`src/rtl/gear_pkg.sv`:
```
package gear_pkg;

    typedef enum logic [2:0] {
        ST_GROUND_HOLD = 3'd0,
        ST_AIR_WAIT    = 3'd1,
        ST_RAISING     = 3'd2,
        ST_STOWED      = 3'd3,
        ST_LOWERING    = 3'd4,
        ST_DEPLOYED    = 3'd5
    } gear_state_t;

    typedef struct packed {
        logic pump_on;
        logic valve_lower;
        logic lamp_moving;
        logic lamp_down;
    } gear_drive_t;

endpackage

```
`src/rtl/gear_air_timer.sv`:
```
module gear_air_timer #(
    parameter int DELAY_CYCLES = 250_000_000
) (
    input  logic clk,
    input  logic rst,
    input  logic run,
    output logic done
);
    localparam int CW = $clog2(DELAY_CYCLES + 1);
    localparam logic [CW-1:0] LIMIT = CW'(DELAY_CYCLES);

    logic [CW-1:0] count_q;

    always_ff @(posedge clk) begin
        if (rst || !run) begin
            count_q <= '0;
        end else if (count_q != LIMIT) begin
            count_q <= count_q + 1'b1;
        end
    end

    assign done = (count_q == LIMIT);

    // leaving the counting state clears the count
    assert_timer_cleared_R2: assert property (@(posedge clk) disable iff (rst)
        !run |=> (count_q == '0));

    // once expired while counting, the timer stays expired
    assert_timer_saturates_R2: assert property (@(posedge clk) disable iff (rst)
        (run && done) |=> done);

endmodule

```
`src/rtl/gear_next_state.sv`:
```
module gear_next_state
    import gear_pkg::*;
(
    input  gear_state_t cur,
    input  logic        lever_down,
    input  logic        on_ground,
    input  logic        gear_up_sns,
    input  logic        gear_down_sns,
    input  logic        timer_done,
    output gear_state_t nxt
);
    always_comb begin
        nxt = cur;
        unique case (cur)
            ST_GROUND_HOLD: begin
                if (!on_ground) nxt = ST_AIR_WAIT;
            end
            ST_AIR_WAIT: begin
                if (on_ground)                     nxt = ST_GROUND_HOLD;
                else if (timer_done && !lever_down) nxt = ST_RAISING;
            end
            ST_RAISING: begin
                if (lever_down)       nxt = ST_LOWERING;
                else if (gear_up_sns) nxt = ST_STOWED;
            end
            ST_STOWED: begin
                if (lever_down) nxt = ST_LOWERING;
            end
            ST_LOWERING: begin
                if (!lever_down)        nxt = ST_RAISING;
                else if (gear_down_sns) nxt = ST_DEPLOYED;
            end
            ST_DEPLOYED: begin
                if (!lever_down) nxt = on_ground ? ST_GROUND_HOLD : ST_AIR_WAIT;
            end
            default: nxt = ST_GROUND_HOLD;
        endcase
    end
endmodule

```
`src/rtl/gear_output_decode.sv`:
```
module gear_output_decode
    import gear_pkg::*;
(
    input  gear_state_t cur,
    output gear_drive_t drv
);
    always_comb begin
        drv = '0;
        unique case (cur)
            ST_GROUND_HOLD: drv.lamp_down = 1'b1;
            ST_AIR_WAIT:    drv.lamp_down = 1'b1;
            ST_RAISING: begin
                drv.pump_on     = 1'b1;
                drv.lamp_moving = 1'b1;
            end
            ST_STOWED:      drv = '0;
            ST_LOWERING: begin
                drv.pump_on     = 1'b1;
                drv.valve_lower = 1'b1;
                drv.lamp_moving = 1'b1;
            end
            ST_DEPLOYED:    drv.lamp_down = 1'b1;
            default:        drv = '0;
        endcase
    end

    // the pump and the red lamp are never on together with the green lamp
    always_comb begin
        assert_lamps_exclusive_R9: assert (!(drv.pump_on && drv.lamp_down));
    end
endmodule

```
`src/rtl/gear_seq_ctrl.sv`:
```
module gear_seq_ctrl
    import gear_pkg::*;
#(
    parameter int DELAY_CYCLES = 250_000_000
) (
    input  logic clk,
    input  logic rst,
    input  logic lever_down,
    input  logic on_ground,
    input  logic gear_up_sns,
    input  logic gear_down_sns,
    output logic valve_lower,
    output logic pump_on,
    output logic lamp_moving,
    output logic lamp_down
);
    gear_state_t state_q;
    gear_state_t state_d;
    gear_drive_t drive;
    logic        timer_done;

    gear_air_timer #(.DELAY_CYCLES(DELAY_CYCLES)) u_timer (
        .clk  (clk),
        .rst  (rst),
        .run  (state_q == ST_AIR_WAIT),
        .done (timer_done)
    );

    gear_next_state u_next (
        .cur           (state_q),
        .lever_down    (lever_down),
        .on_ground     (on_ground),
        .gear_up_sns   (gear_up_sns),
        .gear_down_sns (gear_down_sns),
        .timer_done    (timer_done),
        .nxt           (state_d)
    );

    always_ff @(posedge clk) begin
        if (rst) state_q <= ST_GROUND_HOLD;
        else     state_q <= state_d;
    end

    gear_output_decode u_out (
        .cur (state_q),
        .drv (drive)
    );

    assign pump_on     = drive.pump_on;
    assign valve_lower = drive.valve_lower;
    assign lamp_moving = drive.lamp_moving;
    assign lamp_down   = drive.lamp_down;

    // reset lands in Ground-Hold
    assert_reset_hold_R1: assert property (@(posedge clk)
        rst |=> (state_q == ST_GROUND_HOLD));

    // no retraction before the airborne timer has expired
    assert_no_early_raise_R3: assert property (@(posedge clk) disable iff (rst)
        (state_q == ST_AIR_WAIT && !timer_done) |=> (state_q != ST_RAISING));

    // lever down in a waiting state never raises the gear
    assert_lever_down_blocks_R4: assert property (@(posedge clk) disable iff (rst)
        ((state_q == ST_AIR_WAIT || state_q == ST_GROUND_HOLD) && lever_down)
        |=> (state_q != ST_RAISING));

    // lever reversal beats the up sensor
    assert_raise_reversal_R5: assert property (@(posedge clk) disable iff (rst)
        (state_q == ST_RAISING && lever_down) |=> (state_q == ST_LOWERING));

    // lever reversal beats the down sensor
    assert_lower_reversal_R7: assert property (@(posedge clk) disable iff (rst)
        (state_q == ST_LOWERING && !lever_down) |=> (state_q == ST_RAISING));

    // Deployed never goes straight to Raising
    assert_deployed_no_raise_R8: assert property (@(posedge clk) disable iff (rst)
        (state_q == ST_DEPLOYED) |=> (state_q != ST_RAISING));

    // sensors alone never move the gear out of Stowed
    assert_stowed_holds_R6: assert property (@(posedge clk) disable iff (rst)
        (state_q == ST_STOWED && !lever_down) |=> (state_q == ST_STOWED));

endmodule

```
`config.mk`:
```
export PLATFORM = sky130hd
export DESIGN_NAME = gear_seq_ctrl
export DESIGN_NICKNAME = d
export VERILOG_FILES = /design/src/rtl/gear_pkg.sv /design/src/rtl/gear_air_timer.sv /design/src/rtl/gear_next_state.sv /design/src/rtl/gear_output_decode.sv /design/src/rtl/gear_seq_ctrl.sv
export SDC_FILE = /design/constraint.sdc
export NUM_CORES = 1
export LEC_CHECK = 0
export ABC_CLOCK_PERIOD_IN_PS = 4250
export BUFFER_PORTS_ARGS = -buffer_cell sky130_fd_sc_hd__buf_2
export CORE_UTILIZATION = 50
export DETAILED_ROUTE_END_ITERATION = 10
export PLACE_DENSITY = 0.71
export SKIP_CTS_REPAIR_TIMING = 1
export SYNTH_ARGS = -nofsm -noshare
export SYNTH_HDL_FRONTEND = slang
export SYNTH_HIERARCHICAL = 1
export SYNTH_SLANG_ARGS = --single-unit
```
`constraint.sdc`:
```
create_clock -name clk -period 4.25 [get_ports clk]
set_input_delay 0.425 -clock clk [delete_from_list [all_inputs] [get_ports clk]]
set_output_delay 0.425 -clock clk [all_outputs]
set_load 0.05 [all_outputs]
```
==> impl_metrics.ini, run 1 <==
[outcome]
outcome = completed

[synth]
synthMuxAreaShare_pct = 0
synth_xor_area_share_pct = 5.62
syn_inst = 201
ys_ff_latch = 31
synth_edf_count = 0
avgSynthCellArea_um2 = 8.53
yosys_warnings = 6
synth_compound_area_share_pct = 14.7
async_flop_share_pct = 0
synthAdderAreaFrac_pct = 1.46
synth_area_um2 = 1720
ys_seq_area_share_pct = 36.2
syn_nets = 209
synthFlopType = dfxtp_1
yosys.area_share.simple_pct = 37.9
synth_cell_types = 44
synth_top_family_by_area = simple AND/OR/NAND/NOR gates

[pwr]
p_total_mw = 0.471
power.density_nw_per_um2 = 259
vdd_drop_max_mv = 0.209
p_leak_nw = 0.556

[setup_path]
start_kind = flip-flop
worstPathMaxFanout = 7
rrSetupSlack_ns = 2.08
path_class = reg2reg
cp.arrival_ns = 2.41
crit_required_ns = 4.49
cp-end-kind = flip-flop

[floorplanning]
die_area_um2 = 3670
chipHeight_um = 60.6
die_width_um = 60.6
initial_core_util_pct = 54.4
core_um2 = 3150
rows = 20
io-pin-count = 10

[timing]
layout_min_cycle_time_ns = 2.17
slew_headroom_pct = 31.3
tns_ns = 0
setup_viol = 0
min_period_over_period_pct = 51.2
slew_violations = 0
hold_viol = 0
rsz0062_at_grt = no
fin_worst_skew_ns = 0.00704
postLayoutSetupSlackWorst_ns = 2.08
tightest_slew_ns = 1.03
fmax_ghz = 0.460

[cells_and_area]
antenna_cells = 0
syn_to_final_growth_pct = 5.91
final_layout_size_suffix_gt1_share_pct = 9.57
fin_nets = 216

[place]
gp_congestion = 0.802
dp_hpwl_mm = 2.61
numPortBuffers = 9
post-place-ws_ns = 2.10

[grt]
first_global_vias = 1357
grt_pass1_wl_mm = 6.10
grt_overflow_total = 0
grt_max_degree = 28
gr-usage-all-layers_pct = 22.4
antenna_found_initial = 0

[clock_network]
clock_latency_ns = 0.33
clock_path_buffers = 2
clock_sinks = 31
cts_tree = yes
numCtsBuffers = 5
root_buffer = clkbuf_4
clkTransAtPathRegs_ns = 0.09
htreeDepth = 2

[detailed_routing]
first_pass_iters = 4
drt_iter0_markers = 62
drtAntennaViolNets = 0
vias = 1566
drc_errors = 0
vias_per_cell = 6.19
wl_per_cell_um = 14.8
finalWirelength_mm = 3.73

[min_path]
hold_class = in2reg

[run]
max-cap-violations = 0
## cell usage after synthesis (5+ instances only)
cell type	number	area (um2)
clkbuf_1	6	22.5
nand3_1	16	80.1
xnor2_1	6	52.6
dfxtp_1	31	621
or4_1	12	90.1
xor2_1	5	43.8
a21oi_1	17	85.1
nor3_1	6	30.0
and4_1	6	52.6
nand4_1	8	50.1
o31ai_1	10	75.1
nor2_1	12	45.0
inv_1	6	22.5
nand2_1	10	37.5
## state kept, by name, indices dropped and copies added (netlist names)
signal           cells
u_timer/count_q     28
state_q              3
## routing by layer
layer	vias to the layer above	track usage [%]	wire length, um
li1	779	-	-
met1	747	28.4	1830
met5	-	0	0
met2	32	38.1	1740
met4	0	6.82	43
met3	8	5.12	118
## power by group
part           switching (mW)  leakage, nW  internal [mW]
clock                   0.101       0.0293         0.0644
combinational         0.00736        0.277        0.00473
sequential            0.00211        0.250          0.291
## cells in the final DEF (no fill, tap or decap), types with 2 or more instances in the layout
cell type | Yosys | final
o31ai_1 | 10 | 10
and2_1 | 2 | 2
buf_2 | 0 | 9
o211ai_1 | 3 | 3
o21ai_0 | 3 | 3
xnor2_1 | 6 | 6
inv_1 | 6 | 6
nor2b_1 | 4 | 4
dfxtp_1 | 31 | 31
o41ai_1 | 2 | 2
or4bb_1 | 2 | 2
nand4_1 | 8 | 8
or3_1 | 3 | 3
nor4_1 | 4 | 4
nor2_1 | 12 | 12
a21oi_1 | 17 | 17
ha_1 | 2 | 2
nand4b_1 | 2 | 2
nand3_1 | 16 | 16
clkbuf_1 | 6 | 2
and3_1 | 2 | 2
clkbuf_4 | 0 | 5
nand2b_1 | 2 | 2
nor3_1 | 6 | 6
xor2_1 | 5 | 5
nand2_1 | 10 | 10
and4_1 | 6 | 6
or4_1 | 12 | 12
## stage by stage
step                util [%]  hold slack, ns  instances  cell area [um2]
global placement        56.0           0.475        245             1770
CTS                     57.6           0.290        253             1820
detailed placement      56.0           0.482        245             1770
global route            57.6           0.300        253             1820
finish                  57.6           0.297        253             1820
floorplan                  -           0.447        201             1720
## layout make-up
cell class                 count  area [um2]
clock buffer                   7        45.0
clock inverter                 1        5.00
fill                         318        1340
inverter                       6        22.5
multi-input combinational    155        1020
sequential                    31         621
tap                           44        55.1
timing repair buffer           9        45.0
## kinds of logic (layout without fill, tap and decap cells)
logic type	Yosys count	count (layout)
flip-flops	31	31
XOR/XNOR	11	11
buffers and inverters	15	23
AO/OA/AOI/OAI	40	40
AND/OR/NAND/NOR	102	102
adder cells (fa/ha/maj)	2	2
## critical path, stage by stage (launching register included)
cell      delay, ns
dfxtp_1        0.37
inv_1          0.10
ha_1           0.13
or4bb_1        0.52
nor4_1         0.30
nor4bb_1       0.33
or4_1          0.15
nand3_1        0.05
nor2b_1        0.13
## worst paths after layout
path                                          from                               end  cells after the start
hold reg to reg   u_timer/count_q[23]$_SDFFE_PP0P_  u_timer/count_q[23]$_SDFFE_PP0P_                      2
setup reg to reg   u_timer/count_q[0]$_SDFFE_PP0P_             state_q[0]$_SDFF_PP0_                      8
setup / recovery   u_timer/count_q[0]$_SDFFE_PP0P_             state_q[0]$_SDFF_PP0_                      8
hold / removal                                 rst             state_q[2]$_SDFF_PP0_                      2
No activity file was read; power rests on OpenSTA's default activity.
==> run 2, diff against run 1 <==
--- a/config.mk
+++ b/config.mk
@@ -5,11 +5,12 @@
 export SDC_FILE = /design/constraint.sdc
 export NUM_CORES = 1
 export LEC_CHECK = 0
-export ABC_CLOCK_PERIOD_IN_PS = 4250
+export ABC_AREA = 1
+export ABC_CLOCK_PERIOD_IN_PS = 1750
 export BUFFER_PORTS_ARGS = -buffer_cell sky130_fd_sc_hd__buf_2
 export CORE_UTILIZATION = 50
 export DETAILED_ROUTE_END_ITERATION = 10
-export PLACE_DENSITY = 0.71
+export PLACE_DENSITY = 0.74
 export SKIP_CTS_REPAIR_TIMING = 1
 export SYNTH_ARGS = -nofsm -noshare
 export SYNTH_HDL_FRONTEND = slang
==> constraint.sdc (replaced) <==
create_clock -name clk -period 1.75 [get_ports clk]
set_input_delay 0.175 -clock clk [delete_from_list [all_inputs] [get_ports clk]]
set_output_delay 0.175 -clock clk [all_outputs]
set_load 0.05 [all_outputs]
==> impl_metrics.ini, run 2 <==
[synth]
syn_nets = 355
synth_cell_types = 25
ys_ff_latch = 31
synth_area_leaders = dfxtp_1 (31%), nand2_1 (19%), nor2_1 (16%)
synth_area_um2 = 1980
yosysTopAreaCellShare_pct = 31.3
yosys_warnings = 6
avgSynthCellArea_um2 = 5.71
synth_top_cell_by_area = dfxtp_1
synth_commonest_cells = nand2_1 (102), nor2_1 (82), inv_1 (45), dfxtp_1 (31), nand3_1 (25)
async_flop_share_pct = 0
yosysMostFrequentCell = nand2_1
synthFlopType = dfxtp_1
synth_edf_count = 0
ys_seq_area_share_pct = 31.3
syn_inst = 347

[detailed_routing]
first_pass_iters = 4
wl_per_cell_um = 10.9
vias = 2124
drc_errors = 0
vias_per_cell = 5.03
finalWirelength_mm = 4.61
drt_iter0_markers = 111
drtAntennaViolNets = 0

[timing]
layout_min_cycle_time_ns = 1.61
postLayoutSetupSlackWorst_ns = 0.142
fmax_ghz = 0.622
slew_violations = 0
slew_headroom_pct = 75.1
setup_viol = 0
hold_viol = 0
min_period_over_period_pct = 91.9
tightest_slew_ns = 0.372
fin_worst_skew_ns = 0.00800

[grt]
grt_max_degree = 12
gr-usage-all-layers_pct = 24.8
first_global_vias = 1935
grt_pass1_wl_mm = 7.99
grt_overflow_total = 0
antenna_found_initial = 0

[cells_and_area]
final_common_cell = nand2_1
layout_common_cells = nand2_1 (102), nor2_1 (78), inv_1 (41)
final_cell_area_um2 = 2290
regMostFlops = u_timer/count_q
nFillCells = 403
largestRegisters = u_timer/count_q: 28 flops, state_q: 3 flops
largest_reg_flops = 28
fin_nets = 383
syn_to_final_growth_pct = 15.4
antenna_cells = 0
final_layout_size_suffix_gt1_share_pct = 14.7

[clock_network]
clock_path_buffers = 2
root_buffer = clkbuf_8
clock_sinks = 31
cts_tree = yes
clkTransAtPathRegs_ns = 0.06
numCtsBuffers = 5
clock_latency_ns = 0.28
htreeDepth = 2

[setup_path]
path_class = reg2reg
cp-end-kind = flip-flop
rrSetupSlack_ns = 0.14
start_kind = flip-flop
crit_required_ns = 1.98
cp.arrival_ns = 1.83
worstPathMaxFanout = 5
r2r_cells = 11
r2r_end = state_q[1]$_SDFF_PP0_
reg2reg_from = u_timer/count_q[20]$_SDFFE_PP0P_

[place]
post-place-ws_ns = 0.0720
gp_congestion = 0.960
numPortBuffers = 9
placed_area_um2 = 2170
dp_hpwl_mm = 3.61

[floorplanning]
initial_core_util_pct = 52.9
rows = 22
core_um2 = 3740
io-pin-count = 10
die_area_um2 = 4220
die_width_um = 64.9
chipHeight_um = 64.9

[pwr]
power.density_nw_per_um2 = 558
vdd_drop_max_mv = 0.560
p_leak_nw = 0.761
p_total_mw = 1.27

[min_path]
min_from = rst
min_to = state_q[1]$_SDFF_PP0_
hold_class = in2reg
min_path_cells = 2

[run]
max-cap-violations = 0

[outcome]
outcome = completed
run 2: changes by cell type after synthesis, moves of 4 or more:
cell / change
and4_1: -6
clkbuf_1: -5
inv_1: +39
inv_2: +4
nand2_1: +92
nand3_1: +9
nand4_1: -7
nor2_1: +70
nor2_2: +4
nor2b_1: -4
o21ai_0: +8
o31ai_1: -10
or4_1: -12
xnor2_1: -6
run 2: cell type report:
class	count	area [um2]	area share, %
clock buffers	6	72.6	3.17
inverters	50	188	8.21
multi-input cells	263	1180	51.8
flip-flops and latches	31	623	27.3
well taps	48	60.1	2.63
repair buffers	24	158	6.90
run 2: kinds of logic after synthesis:
kind of cell    after synthesis  synth area share [%]
compound gates               31                  8.09
flops                        31                  31.3
buf+inv                      53                  10.3
simple gates                227                  47.7
xor+xnor                      3                  1.33
fa+ha+maj                     2                  1.26
run 2: critical path: stages (launching register included):
cell and delay (ns):
dfxtp_1 0.35, inv_1 0.11, nand2_1 0.06, nor2_1 0.12, nand2_1 0.10, nor4_2 0.26, inv_1 0.08, nor2_2 0.12
nand2_1 0.06, o211ai_1 0.17, inv_1 0.05, nor2_1 0.07
run 2: worst max path at each step:
stage,start,end,cells past startpoint
after detailed placement,u_timer/count_q[1]$_SDFFE_PP0P_,state_q[1]$_SDFF_PP0_,12
after global routing,u_timer/count_q[5]$_SDFFE_PP0P_,state_q[1]$_SDFF_PP0_,11
after floorplan,u_timer/count_q[0]$_SDFFE_PP0P_,state_q[1]$_SDFF_PP0_,12
after CTS,u_timer/count_q[1]$_SDFFE_PP0P_,state_q[1]$_SDFF_PP0_,12
after global placement,u_timer/count_q[0]$_SDFFE_PP0P_,state_q[1]$_SDFF_PP0_,12
final,u_timer/count_q[20]$_SDFFE_PP0P_,state_q[1]$_SDFF_PP0_,11
run 2: power breakdown:
part	total (mW)	internal, mW	switching (mW)
registers	0.710	0.709	0.00141
clock network	0.506	0.264	0.242
logic	0.0589	0.0232	0.0357
run 2: through the flow:
step | cells | setup TNS (ns) | hold slack [ns] | util (%)
floorplan | 347 | 0 | 0.246 | -
global placement | 414 | 0 | 0.382 | 57.9
detailed placement | 414 | 0 | 0.387 | 57.9
CTS | 420 | 0 | 0.0878 | 59.8
global route | 422 | -0.0218 | 0.102 | 61.1
finish | 422 | 0 | 0.0862 | 61.1
run 2: layer usage:
metal | GRT usage [%] | wire length (um)
met5 | 0 | 0
met1 | 28.6 | 2190
met2 | 42.7 | 2170
met4 | 11.7 | 93
met3 | 5.81 | 161
